### config.mk
export PLATFORM = sky130hd
export DESIGN_NAME = alert_agg
export DESIGN_NICKNAME = d
export VERILOG_FILES = /design/src/rtl/alert_agg_pkg.sv /design/src/rtl/alert_status_bank.sv /design/src/rtl/alert_arbiter.sv /design/src/rtl/alert_agg.sv
export SDC_FILE = /design/constraint.sdc
export NUM_CORES = 1
export LEC_CHECK = 0
export BUFFER_PORTS_ARGS = -buffer_cell sky130_fd_sc_hd__buf_2
export CAP_MARGIN = 20
export CORE_MARGIN = 2
export CORE_UTILIZATION = 59
export DETAILED_ROUTE_END_ITERATION = 7
export GPL_ROUTABILITY_DRIVEN = 0
export PLACE_DENSITY = 0.88
export SYNTH_ARGS = -nofsm -noshare
export SYNTH_HDL_FRONTEND = slang
export SYNTH_HIERARCHICAL = 1
export SYNTH_SLANG_ARGS = --single-unit
### constraint.sdc
create_clock -name clk_i -period 1.9 [get_ports clk_i]
set_input_delay 0.19 -clock clk_i [delete_from_list [all_inputs] [get_ports clk_i]]
set_output_delay 0.19 -clock clk_i [all_outputs]
set_load 0.01 [all_outputs]
### src/rtl/alert_agg_pkg.sv
package alert_agg_pkg;
  localparam int unsigned DEF_PAGES = 2;
  localparam int unsigned DEF_REGS  = 3;
  localparam int unsigned DEF_REG_W = 8;

  typedef enum logic {
    WR_STATUS = 1'b0,
    WR_MASK   = 1'b1
  } wr_kind_e;
endpackage

### src/rtl/alert_status_bank.sv
module alert_status_bank #(
  parameter int unsigned NUM_REGS = 3,
  parameter int unsigned REG_W    = 8,
  parameter int unsigned IDX_W    = 2
) (
  input  logic                clk_i,
  input  logic                rst_ni,
  input  logic                set_en_i,
  input  logic [IDX_W-1:0]    set_reg_i,
  input  logic [REG_W-1:0]    set_bits_i,
  input  logic                wr_en_i,
  input  logic                wr_mask_i,
  input  logic [IDX_W-1:0]    wr_reg_i,
  input  logic [REG_W-1:0]    wr_data_i,
  input  logic                clear_all_i,
  input  logic [IDX_W-1:0]    rd_reg_i,
  output logic [REG_W-1:0]    rd_status_o,
  output logic [REG_W-1:0]    rd_mask_o,
  output logic [NUM_REGS-1:0] sum_bits_o,
  output logic [NUM_REGS-1:0] sum_mask_o,
  output logic                pend_o,
  output logic                event_o
);
  import alert_agg_pkg::*;

  logic [NUM_REGS-1:0][REG_W-1:0] stat_q, mask_q;
  logic [NUM_REGS-1:0]            pend_r, ev_r;

  for (genvar r = 0; r < NUM_REGS; r++) begin : g_reg
    logic set_hit, w1c_hit, msk_hit;
    assign set_hit = set_en_i && (set_reg_i == IDX_W'(r));
    assign w1c_hit = wr_en_i && (wr_kind_e'(wr_mask_i) == WR_STATUS) && (wr_reg_i == IDX_W'(r));
    assign msk_hit = wr_en_i && (wr_kind_e'(wr_mask_i) == WR_MASK) && (wr_reg_i == IDX_W'(r));

    always_ff @(posedge clk_i or negedge rst_ni) begin
      if (!rst_ni) begin
        stat_q[r] <= '0;
        mask_q[r] <= '0;
      end else begin
        // a fresh fault wins over a same-cycle clear of that bit
        if (clear_all_i) stat_q[r] <= '0;
        else stat_q[r] <= (stat_q[r] & ~(w1c_hit ? wr_data_i : '0))
                        | (set_hit ? set_bits_i : '0);
        if (msk_hit) mask_q[r] <= wr_data_i;
      end
    end

    assign sum_bits_o[r] = |stat_q[r];
    assign sum_mask_o[r] = &mask_q[r];
    assign pend_r[r]     = |(stat_q[r] & ~mask_q[r]);
    assign ev_r[r]       = set_hit && |(set_bits_i & ~mask_q[r]);
  end

  assign pend_o  = |pend_r;
  assign event_o = |ev_r;

  always_comb begin
    rd_status_o = '0;
    rd_mask_o   = '0;
    for (int r = 0; r < NUM_REGS; r++) begin
      if (rd_reg_i == IDX_W'(r)) begin
        rd_status_o = stat_q[r];
        rd_mask_o   = mask_q[r];
      end
    end
  end

  p_bank_clear_r9: assert property (@(posedge clk_i) disable iff (!rst_ni)
    clear_all_i |=> !pend_o);
endmodule

### src/rtl/alert_arbiter.sv
module alert_arbiter (
  input  logic clk_i,
  input  logic rst_ni,
  input  logic ev_i,
  input  logic busy_evt_i,
  input  logic ara_i,
  input  logic clear_all_i,
  input  logic pend_i,
  output logic busy_o,
  output logic alert_no
);
  logic busy_q, arm_q;

  always_ff @(posedge clk_i or negedge rst_ni) begin
    if (!rst_ni) begin
      busy_q <= 1'b0;
      arm_q  <= 1'b0;
    end else begin
      if (clear_all_i)     busy_q <= 1'b0;
      else if (busy_evt_i) busy_q <= 1'b1;

      if (clear_all_i)              arm_q <= 1'b0;
      else if (ev_i || busy_evt_i)  arm_q <= 1'b1;
      else if (ara_i)               arm_q <= 1'b0;
    end
  end

  assign busy_o   = busy_q;
  assign alert_no = ~(arm_q & (pend_i | busy_q));

  p_busy_low_r7: assert property (@(posedge clk_i) disable iff (!rst_ni)
    busy_evt_i && !clear_all_i |=> !alert_no && busy_o);
  p_ara_release_r8: assert property (@(posedge clk_i) disable iff (!rst_ni)
    ara_i && !ev_i && !busy_evt_i && !clear_all_i |=> alert_no);
  p_clear_release_r9: assert property (@(posedge clk_i) disable iff (!rst_ni)
    clear_all_i |=> alert_no && !busy_o);
endmodule

### src/rtl/alert_agg.sv
module alert_agg #(
  parameter int unsigned NUM_PAGES = alert_agg_pkg::DEF_PAGES,
  parameter int unsigned NUM_REGS  = alert_agg_pkg::DEF_REGS,
  parameter int unsigned REG_W     = alert_agg_pkg::DEF_REG_W,
  localparam int unsigned PAGE_W   = (NUM_PAGES > 1) ? $clog2(NUM_PAGES) : 1,
  localparam int unsigned IDX_W    = (NUM_REGS > 1) ? $clog2(NUM_REGS) : 1,
  localparam int unsigned SUM_W    = NUM_REGS + 1
) (
  input  logic                       clk_i,
  input  logic                       rst_ni,
  input  logic                       set_valid_i,
  input  logic [PAGE_W-1:0]          set_page_i,
  input  logic [IDX_W-1:0]           set_reg_i,
  input  logic [REG_W-1:0]           set_bits_i,
  input  logic                       wr_valid_i,
  input  logic                       wr_mask_i,
  input  logic [PAGE_W-1:0]          wr_page_i,
  input  logic [IDX_W-1:0]           wr_reg_i,
  input  logic [REG_W-1:0]           wr_data_i,
  input  logic                       clear_all_i,
  input  logic                       busy_evt_i,
  input  logic                       ara_ok_i,
  input  logic [PAGE_W-1:0]          rd_page_i,
  input  logic [IDX_W-1:0]           rd_reg_i,
  output logic [REG_W-1:0]           rd_status_o,
  output logic [REG_W-1:0]           rd_mask_o,
  output logic [NUM_PAGES*SUM_W-1:0] sum_word_o,
  output logic [NUM_PAGES*SUM_W-1:0] sum_mask_o,
  output logic                       alert_no
);
  logic [NUM_PAGES-1:0][REG_W-1:0]    pg_stat, pg_mask;
  logic [NUM_PAGES-1:0][NUM_REGS-1:0] pg_sum, pg_smask;
  logic [NUM_PAGES-1:0]               pg_pend, pg_ev;
  logic                               busy;

  for (genvar p = 0; p < NUM_PAGES; p++) begin : g_page
    alert_status_bank #(.NUM_REGS(NUM_REGS), .REG_W(REG_W), .IDX_W(IDX_W)) u_bank (
      .clk_i       (clk_i),
      .rst_ni      (rst_ni),
      .set_en_i    (set_valid_i && (set_page_i == PAGE_W'(p))),
      .set_reg_i   (set_reg_i),
      .set_bits_i  (set_bits_i),
      .wr_en_i     (wr_valid_i && (wr_page_i == PAGE_W'(p))),
      .wr_mask_i   (wr_mask_i),
      .wr_reg_i    (wr_reg_i),
      .wr_data_i   (wr_data_i),
      .clear_all_i (clear_all_i),
      .rd_reg_i    (rd_reg_i),
      .rd_status_o (pg_stat[p]),
      .rd_mask_o   (pg_mask[p]),
      .sum_bits_o  (pg_sum[p]),
      .sum_mask_o  (pg_smask[p]),
      .pend_o      (pg_pend[p]),
      .event_o     (pg_ev[p])
    );
    // busy sits above the per-register bits and is never maskable
    assign sum_word_o[p*SUM_W +: SUM_W] = {busy, pg_sum[p]};
    assign sum_mask_o[p*SUM_W +: SUM_W] = {1'b0, pg_smask[p]};
  end

  always_comb begin
    rd_status_o = '0;
    rd_mask_o   = '0;
    for (int p = 0; p < NUM_PAGES; p++) begin
      if (rd_page_i == PAGE_W'(p)) begin
        rd_status_o = pg_stat[p];
        rd_mask_o   = pg_mask[p];
      end
    end
  end

  alert_arbiter u_arb (
    .clk_i       (clk_i),
    .rst_ni      (rst_ni),
    .ev_i        (|pg_ev),
    .busy_evt_i  (busy_evt_i),
    .ara_i       (ara_ok_i),
    .clear_all_i (clear_all_i),
    .pend_i      (|pg_pend),
    .busy_o      (busy),
    .alert_no    (alert_no)
  );

  p_event_low_r5: assert property (@(posedge clk_i) disable iff (!rst_ni)
    (|pg_ev) && !clear_all_i && !wr_valid_i |=> !alert_no);
  p_masked_quiet_r6: assert property (@(posedge clk_i) disable iff (!rst_ni)
    !alert_no |-> ((|pg_pend) || busy));
endmodule

======== Word level (Yosys, flattened, before mapping) ========
Index checks and enable logic that the tools add are counted.
storage, ports and cells
  register bits ........................... 98
  output and inout bits ................... 33
  word-level logic and storage cells ...... 157
cells by class
  equality and inequality tests ........... 6
  reductions and logical operators ........ 58
  multiplexer cells ....................... 37
  bitwise operators ....................... 42
operators with widths
  kind                                           number
  two-way mux 8 bit                              32
  bitwise AND 8 bit                              18
  NOT 8 bit                                      12
  OR reduction 8 bit                             12
  OR 8 bit                                       6
  AND reduction 8 bit                            6
  OR reduction 48 bit                            1
  logical AND 1 bit                              32
  == test 2 x 1 -> 1 bit, second input constant  3
  == test 2 bit, second input constant           3
  zero test 2 bit                                3
  OR reduction 6 bit                             1
  two-way mux 1 bit                              5
  NOT 1 bit                                      4
  nonzero test 3 bit                             1
  nonzero test 2 bit                             1
  bitwise AND 1 bit                              1
  logical OR 1 bit                               1
  OR 1 bit                                       1

======== Longest topological paths before layout ========
Gate-level depths: netlist (run 1).
  depth in word-level cells ............... 9
  mapped depth ............................ 8

======== By module ========
Netlist (run 1), hierarchy kept.
by module, submodules not included
  module             times used  sequential area each (um^2)  cells an instance  area each (um^2)
  alert_status_bank  2           1201.2                       301                2698.8
  alert_agg          1           0.0                          29                 320.3
  alert_arbiter      1           50.0                         8                  77.6

======== Worst setup path before layout (run 1) ========
Ideal clock, no wire load.
  path type ............................... reg2out
  from .................................... register g_page[1].u_bank/stat_q[19] (netlist name)
  to ...................................... output alert_no
  arrival ................................. 1.419 ns
  required time ........................... 1.710 ns
  path buffers ............................ 0
  cell stages (with the launch flop) ...... 7
  path slack .............................. 0.291 ns
  cell sequence ........................... dfrtp_1 -> inv_1 -> o22ai_1 -> nor4_1 -> nand3_1 -> or2_2 -> o21ai_0
between the ends
  cells in the longest elaborated chain, start to end .. 5
RTL lines
  item                             RTL line                 RTL
  start, declared                  alert_status_bank.sv:26  logic [NUM_REGS-1:0][REG_W-1:0] stat_q, mask_q;
  start signal, assigned by index  alert_status_bank.sv:42  else stat_q[r] <= (stat_q[r] & ~(w1c_hit ? wr_data_i : '0))
  bitwise AND 8 bit                alert_status_bank.sv:50  assign pend_r[r] = |(stat_q[r] & ~mask_q[r]);
  OR reduction 48 bit              alert_agg.sv:79          .pend_i (|pg_pend),
  OR 1 bit                         alert_arbiter.sv:29      assign alert_no = ~(arm_q & (pend_i | busy_q));
  bitwise AND 1 bit                alert_arbiter.sv:29
  NOT 1 bit                        alert_arbiter.sv:29
  end, declared                    alert_agg.sv:29          output logic alert_no
No other way between the ends.

======== Worst setup path in the final report (run 1) ========
  from .................................... register g_page[0].u_bank/mask_q[23] (netlist name)
  to ...................................... output alert_no
between the ends
  cells in the longest elaborated chain, start to end .. 6
RTL lines
  item                             RTL line                 RTL
  start, declared                  alert_status_bank.sv:26
  start signal, assigned by index  alert_status_bank.sv:44  if (msk_hit) mask_q[r] <= wr_data_i;
  NOT 8 bit                        alert_status_bank.sv:50
  bitwise AND 8 bit                alert_status_bank.sv:50
  OR reduction 48 bit              alert_agg.sv:79
  OR 1 bit                         alert_arbiter.sv:29
  bitwise AND 1 bit                alert_arbiter.sv:29
  NOT 1 bit                        alert_arbiter.sv:29
No other way between the ends.

==> out/results.tsv, run 1 <==
metric	value	unit
status	finished with violations	
violated checks	design-rule violations, negative setup slack	
Num CTS Buffers	9	
Post-Route WL	19810	um
Worst path max stage delay	480	ps
RSZ-0062 raised after global routing	yes	
Buf/Inv on CP	1	
FMAX	452.6	MHz
IO buf count	63	
mapped cell area	5796	sq um
most repeated cell in the gate-level netlist after synthesis	dfrtp_1	
Slew Limit Headroom	0.4734	
reg-to-reg endpoint	u_arb/arm_q$_DFFE_PN0P_	
Residual DRC	42	
1st-pass router iterations	8	
Cell Pwr Density	796.1	nW/um^2
Synth area leader	dfrtp_1	
IO Pins	66	
HP Start	busy_evt_i	
Final Util	0.7204	
initial core utilization	0.6012	
Min Clock Period, post-route	2209	ps
Min-Delay Endpoint	u_arb/busy_o$_DFFE_PN0P_	
Vias	6049	
max_cap viols	0	
vias in the first global route	5717	
Bufs on Longest Clock Path	2	
Synth Instances	639	
layout cells sized above 1	0.3329	
commonest cells in the netlist	98 x dfrtp_1, 97 x a21oi_1, 66 x inv_1, 63 x nor2_1, 54 x mux2_2	
Area growth, synth to finish	19.82	%
# diodes	0	
Slew Limit Fails	0	
Worst Setup Start Kind	flip-flop	
Max H-tree Level	3	
antenna violations before repair	0	
Clock Pin Slew Worst Setup and Hold Paths	90	ps
Fill cells	653	
sequential share of the synthesized area	0.4231	
DRT iter0 DRCs	1110	
delay-heaviest family, CP	simple AND/OR/NAND/NOR gates	
Hold Vio Cnt, Final	0	
Async S/R FF share, synth	1.000	
skew final	8.560	ps
worst setup path class	flip-flop to output port	
Slew @ Worst Pin	787.0	ps
Synth Area per Inst	9.070	sq um
Final setup violation count	2	
warnings from Yosys	6	
clk_lat worst skew	380	ps
FF-to-FF Start	g_page[1].u_bank/mask_q[0]$_DFFE_PN0P_	
Setup crit end kind	output port	
Synth cell types	32	
Overflow after GRT	0	
Final TNS setup	-368.4	ps
leakage	3.257	nW
EDFF count, synth	0	
post-synth top area share	0.4231	
R2R cell count	7	
worst min-delay path category	primary input to flip-flop	
Crit Path Max Fanout	5	
CTS tree	yes	
Hold Path Cell Cnt	3	
maximum VDD drop	419.1	uV
worst reg-to-reg setup slack	50	ps
non-filler cells, final	890	
DP Wirelength	13380	um
# nets final	785	
core region area	9639	sq um
largest net degree at the start of global routing	51	
crit-path cells	o22ai_1, nor4_1, nand3_1, or2_4, o21ai_2, buf_2	
Slowest-stage cell, CP	dfrtp_1	
fin crit share	1.163	
Critical Path RT	1710	ps
synthesized flop and latch total	98	
DIE AREA	10630	sq um
Worst Slack Setup Final	-309.3	ps
Die W	103.1	um
first-pass GRT wire length	29500	um
die span in y	103.1	um
root buffer cell	clkbuf_8	
WP data arrival	2020	ps
drt wl/cell	22.25	um
clk sinks	98	
most common flop cell mapped by yosys	dfrtp_1	
dpl cells	840	
num rows	36	
antenna-violating nets left	0	
top cells by area, synth	dfrtp_1 42%, mux2_2 10%, a21oi_1 8.4%	
via/cell ratio	6.797	
Tot GR Track Use	0.3749	
Final Total Pwr	0.005528	W
==> area by class of cell <==
class,instances,area (sq um),share of cell area
Clock buffer,15,196.4,0.02829
Clock inverter,1,5.005,0.0007207
Timing Repair Buffer,131,843.3,0.1214
Tap cell,133,166.4,0.02396
Inverter,66,247.7,0.03568
Multi-Input combinational cell,446,3033,0.4368
Sequential cell,98,2452,0.3532
==> metal layers <==
layer,wire length (um),vias to the layer above,part of all wire,GRT usage
met5,0,-,0,0
met4,1365,0,0.069,0.2176
met3,2983,141,0.15,0.1064
met2,8428,608,0.43,0.5435
met1,7029,2807,0.35,0.5040
li1,-,2493,-,-
==> worst register-to-register path: cells and delay by family, from the launching register on <==
kind            cells  cell delay (ps)
simple gates        2              400
compound gates      4              700
flops               1              440
buf+inv             1              180
==> cell families after synthesis <==
logic type | after synthesis | share of synthesized area
other | 1 | 0.0006470
AO/OA/AOI/OAI | 184 | 0.1727
multiplexers | 96 | 0.1861
flip-flops | 98 | 0.4231
AND/OR/NAND/NOR | 164 | 0.1455
buffers and inverters | 96 | 0.07189
==> stage by stage <==
step | worst slack (ps) | instance area [sq um] | hold slack [ps]
global placement | 57.33 | 6382 | 151.1
floorplan | 291.2 | 5799 | -105.6
detailed placement | -69.97 | 6382 | 157.9
CTS | -195.1 | 6789 | 45.27
finish | -309.3 | 6944 | 55.03
global route | -382.8 | 6944 | 55.90
==> sequential cells by signal (all words and copies together), names as in the netlist <==
register	cells
g_page.u_bank/mask_q	48
u_arb/busy_o	1
u_arb/arm_q	1
g_page.u_bank/stat_q	48
==> power breakdown <==
| part | internal [W] | leakage, nW | switching, W |
|---|---|---|---|
| combinational | 0.000684 | 1.87 | 0.000746 |
| clock | 0.000655 | 0.106 | 0.000718 |
| sequential | 0.00235 | 1.28 | 0.000379 |
==> placed cells by master, fill, tap and decap left out, types with 6 or more instances in the layout <==
master,count
nand2_1,46
mux2i_1,25
nor4_1,18
buf_2,62
inv_1,49
dfrtp_1,98
nand4_1,12
mux2i_2,6
o21ai_1,6
nor2_1,63
mux2_4,10
o22ai_1,45
inv_2,17
o21ai_0,26
buf_4,67
mux2_2,54
a21oi_1,97
clkbuf_8,14
==> worst max-delay path by stage <==
stage	endpoint	slack (ps)	depth (start not counted)	startpoint
floorplan	alert_no	290	6	g_page[1].u_bank/stat_q[19]$_DFF_PN0_
global route	alert_no	-380	6	g_page[0].u_bank/mask_q[23]$_DFFE_PN0P_
detailed placement	rd_mask_o[0]	-70	6	rd_reg_i[0]
finish	alert_no	-310	6	g_page[0].u_bank/mask_q[23]$_DFFE_PN0P_
global placement	rd_status_o[4]	60	6	rd_reg_i[0]
CTS	alert_no	-200	7	g_page[1].u_bank/stat_q[8]$_DFF_PN0_
==> timing repair <==
action	CTS	global route
gates cloned	0	0
buffers inserted	22	11
resized for setup	17	26
pin swaps	10	8
setup endpoints to repair	6	8
hold buffers	1	0
hold endpoints to repair	30	0
No activity file was read; power rests on OpenSTA's default activity.
==> run 2, diff against run 1 <==
Settings changed: PLACE_DENSITY 0.88 to 0.82.
==> run 2 against run 1 <==
  * The flow finishes with violations (negative setup slack)
  * Register-to-register slack lost 80 ps
  * Critical endpoint unchanged
  * Count of clock-buffer cells in the layout shrank 6
  * Combinational power grew 3%
  * Worst setup slack gained 77 ps
  * Sequential share of layout area shrank 0.73 points
  * Clock power grew 18%
  * Cell count grew 1.8%
  * Clock skew grew 7.9 ps
==> out/results.tsv, run 2 (synthesized netlist as in run 1, its figures left out) <==
metric	value	unit	change
via/cell ratio	6.789		-0.11%
Reg power frac	0.469		-0.024
fin crit share	1.122		-0.04057
met3 wire len	3063	um	+2.7%
Min Clock Period, post-route	2132	ps	-77.09 ps
Int Power	0.003928	W	+6.6%
first-pass GRT wire length	30700	um	+4.1%
Slowest-stage cell, CP	dfrtp_1		
R2R cell count	6		-1
Slew Limit Headroom	0.5083		+0.03490
IO Pins	66		unchanged
Comb pwr share	0.254		-0.005
num rows	36		unchanged
DP Wirelength	13770	um	+2.9%
Place WS	-75.84	ps	-5.877 ps
Die W	103.1	um	unchanged
FMAX	469.0	MHz	+3.6%
Net Switching	0.001891	W	+2.6%
violated checks	negative setup slack		
DRT iter0 DRCs	1021		-8.0%
# nets final	801		+2.0%
Bufs on Longest Clock Path	2		unchanged
Final Instance Area	7117	sq um	+2.5%
Hold Vio Cnt, Final	0		unchanged
Final setup violation count	2		unchanged
Final Util	0.7383		+0.01791
WP data arrival	1940	ps	-80 ps
Critical Path RT	1710	ps	about the same
skew final	16.50	ps	+7.938 ps
drt wl/cell	22.69	um	+1.9%
Hold WS	61.10	ps	+6.072 ps
leakage	3.343	nW	+2.6%
Slew Limit Fails	0		unchanged
metal1 wirelength	7270	um	+3.4%
placed cell areas	6435	sq um	+0.82%
antenna violations before repair	0		unchanged
Worst path max stage delay	470	ps	about the same
Setup crit end kind	output port		
Cell Pwr Density	817.6	nW/um^2	+2.7%
clk_lat worst skew	380	ps	about the same
initial core utilization	0.6012		unchanged
Worst Slack Setup Final	-232.2	ps	+77.09 ps
clk sinks	98		unchanged
largest registers	g_page.u_bank/mask_q: 48 flops, g_page.u_bank/stat_q: 48 flops		
# diodes	0		unchanged
IO buf count	63		unchanged
layout cells sized above 1	0.3700		+0.03709
antenna-violating nets left	0		unchanged
Worst Setup Start Kind	flip-flop		
Area growth, synth to finish	22.80	%	
part of the power in the clock network	0.277		+0.029
largest net degree at the start of global routing	51		unchanged
Net Sw Frac	0.3250		-0.008332
RSZ-0062 raised after global routing	yes		
core region area	9639	sq um	unchanged
commonest non-fill, non-tap cells in the layout	97 x a21oi_1, 91 x dfrtp_1, 83 x buf_4		
Top Metal Used	met4		
Num CTS Buffers	9		unchanged
1st-pass router iterations	6		-2
most common cell after layout, fill and taps aside	a21oi_1		
worst min-delay path category	primary input to flip-flop		
Residual DRC	0		-100%
Clock Pin Slew Worst Setup and Hold Paths	100	ps	about the same
root buffer cell	clkbuf_8		
max_cap viols	0		unchanged
DIE AREA	10630	sq um	unchanged
die span in y	103.1	um	unchanged
maximum VDD drop	547.6	uV	+31%
Crit Path Max Fanout	5		unchanged
Vias	6151		+1.7%
Overflow after GRT	0		unchanged
Slew @ Worst Pin	734.2	ps	-52.76 ps
Max H-tree Level	3		unchanged
Hold Path Cell Cnt	3		unchanged
worst setup path class	flip-flop to output port		
non-filler cells, final	906		+1.8%
crit-path cells	o22ai_1, nor4_1, nand3_1, or2_4, o21ai_2, buf_2		
vias in the first global route	5808		+1.6%
Tot GR Track Use	0.3893		+0.01438
dpl cells	847		+0.83%
detailed-routed wire length on met2	8726	um	+3.5%
status	finished with violations		
CTS tree	yes		
Post-Route WL	20550	um	+3.8%
## run 2: final timing paths
path,from,endpoint,slack (ps)
setup / recovery,g_page[1].u_bank/mask_q[0]$_DFFE_PN0P_,alert_no,-230
hold / removal,busy_evt_i,u_arb/busy_o$_DFFE_PN0P_,60
setup reg to reg,g_page[1].u_bank/mask_q[19]$_DFFE_PN0P_,u_arb/arm_q$_DFFE_PN0P_,-30
hold reg to reg,u_arb/arm_q$_DFFE_PN0P_,u_arb/arm_q$_DFFE_PN0P_,580
max in group asynchronous,rst_ni,g_page[1].u_bank/mask_q[11]$_DFFE_PN0P_,870
min in group asynchronous,rst_ni,g_page[1].u_bank/mask_q[16]$_DFFE_PN0P_,370
## run 2: per-stage QoR
| step | setup TNS [ps] | power (W) |
|---|---|---|
| finish | -258.0 | 0.005819 |
| global route | -373.4 | 0.006013 |
| CTS | -182.8 | 0.005684 |
| detailed placement | -178.9 | 0.004041 |
| global placement | 0 | 0.003976 |
| floorplan | 0 | 0.003341 |
## run 2: cell type report
type,instances,area [sq um]
repair buffers,147,963.4
well taps,133,166.4
flip-flops and latches,98,2461
fillers,652,2522
clock buffers,9,123.9
inverters,66,247.7
multi-input cells,446,3037
clock inverters,7,117.6
## run 2: critical path: cells and delay by family (launching register included)
kind                   cells  cell delay (ps)
DFF                        1              470
AOI/OAI and AO/OA          2              220
and+or+nand+nor            3              740
buffers and inverters      1              130
## run 2: what timing repair did
action	CTS	global route
hold endpoints to repair	42	0
resized for setup	32	25
pin swaps	11	11
hold buffers	1	0
setup buffers	33	9
setup endpoints to repair	17	7
## run 2: power groups by stage
| stage | combinational [W] | sequential, W | clock, W |
|---|---|---|---|
| 5_1_grt | 0.00155 | 0.00275 | 0.00172 |
| 3_3_place_gp | 0.00127 | 0.00271 | 0 |
| 2_1_floorplan | 0.000719 | 0.00262 | 0 |
| 6_report | 0.00148 | 0.00273 | 0.00161 |
| 4_1_cts | 0.00139 | 0.00269 | 0.00161 |
| 3_5_place_dp | 0.00132 | 0.00272 | 0 |
## run 2: routing by layer
layer | global-route usage | up-vias
met5 | 0 | -
met4 | 0.2298 | 0
met3 | 0.1241 | 168
met2 | 0.5564 | 613
met1 | 0.5199 | 2844
li1 | - | 2526
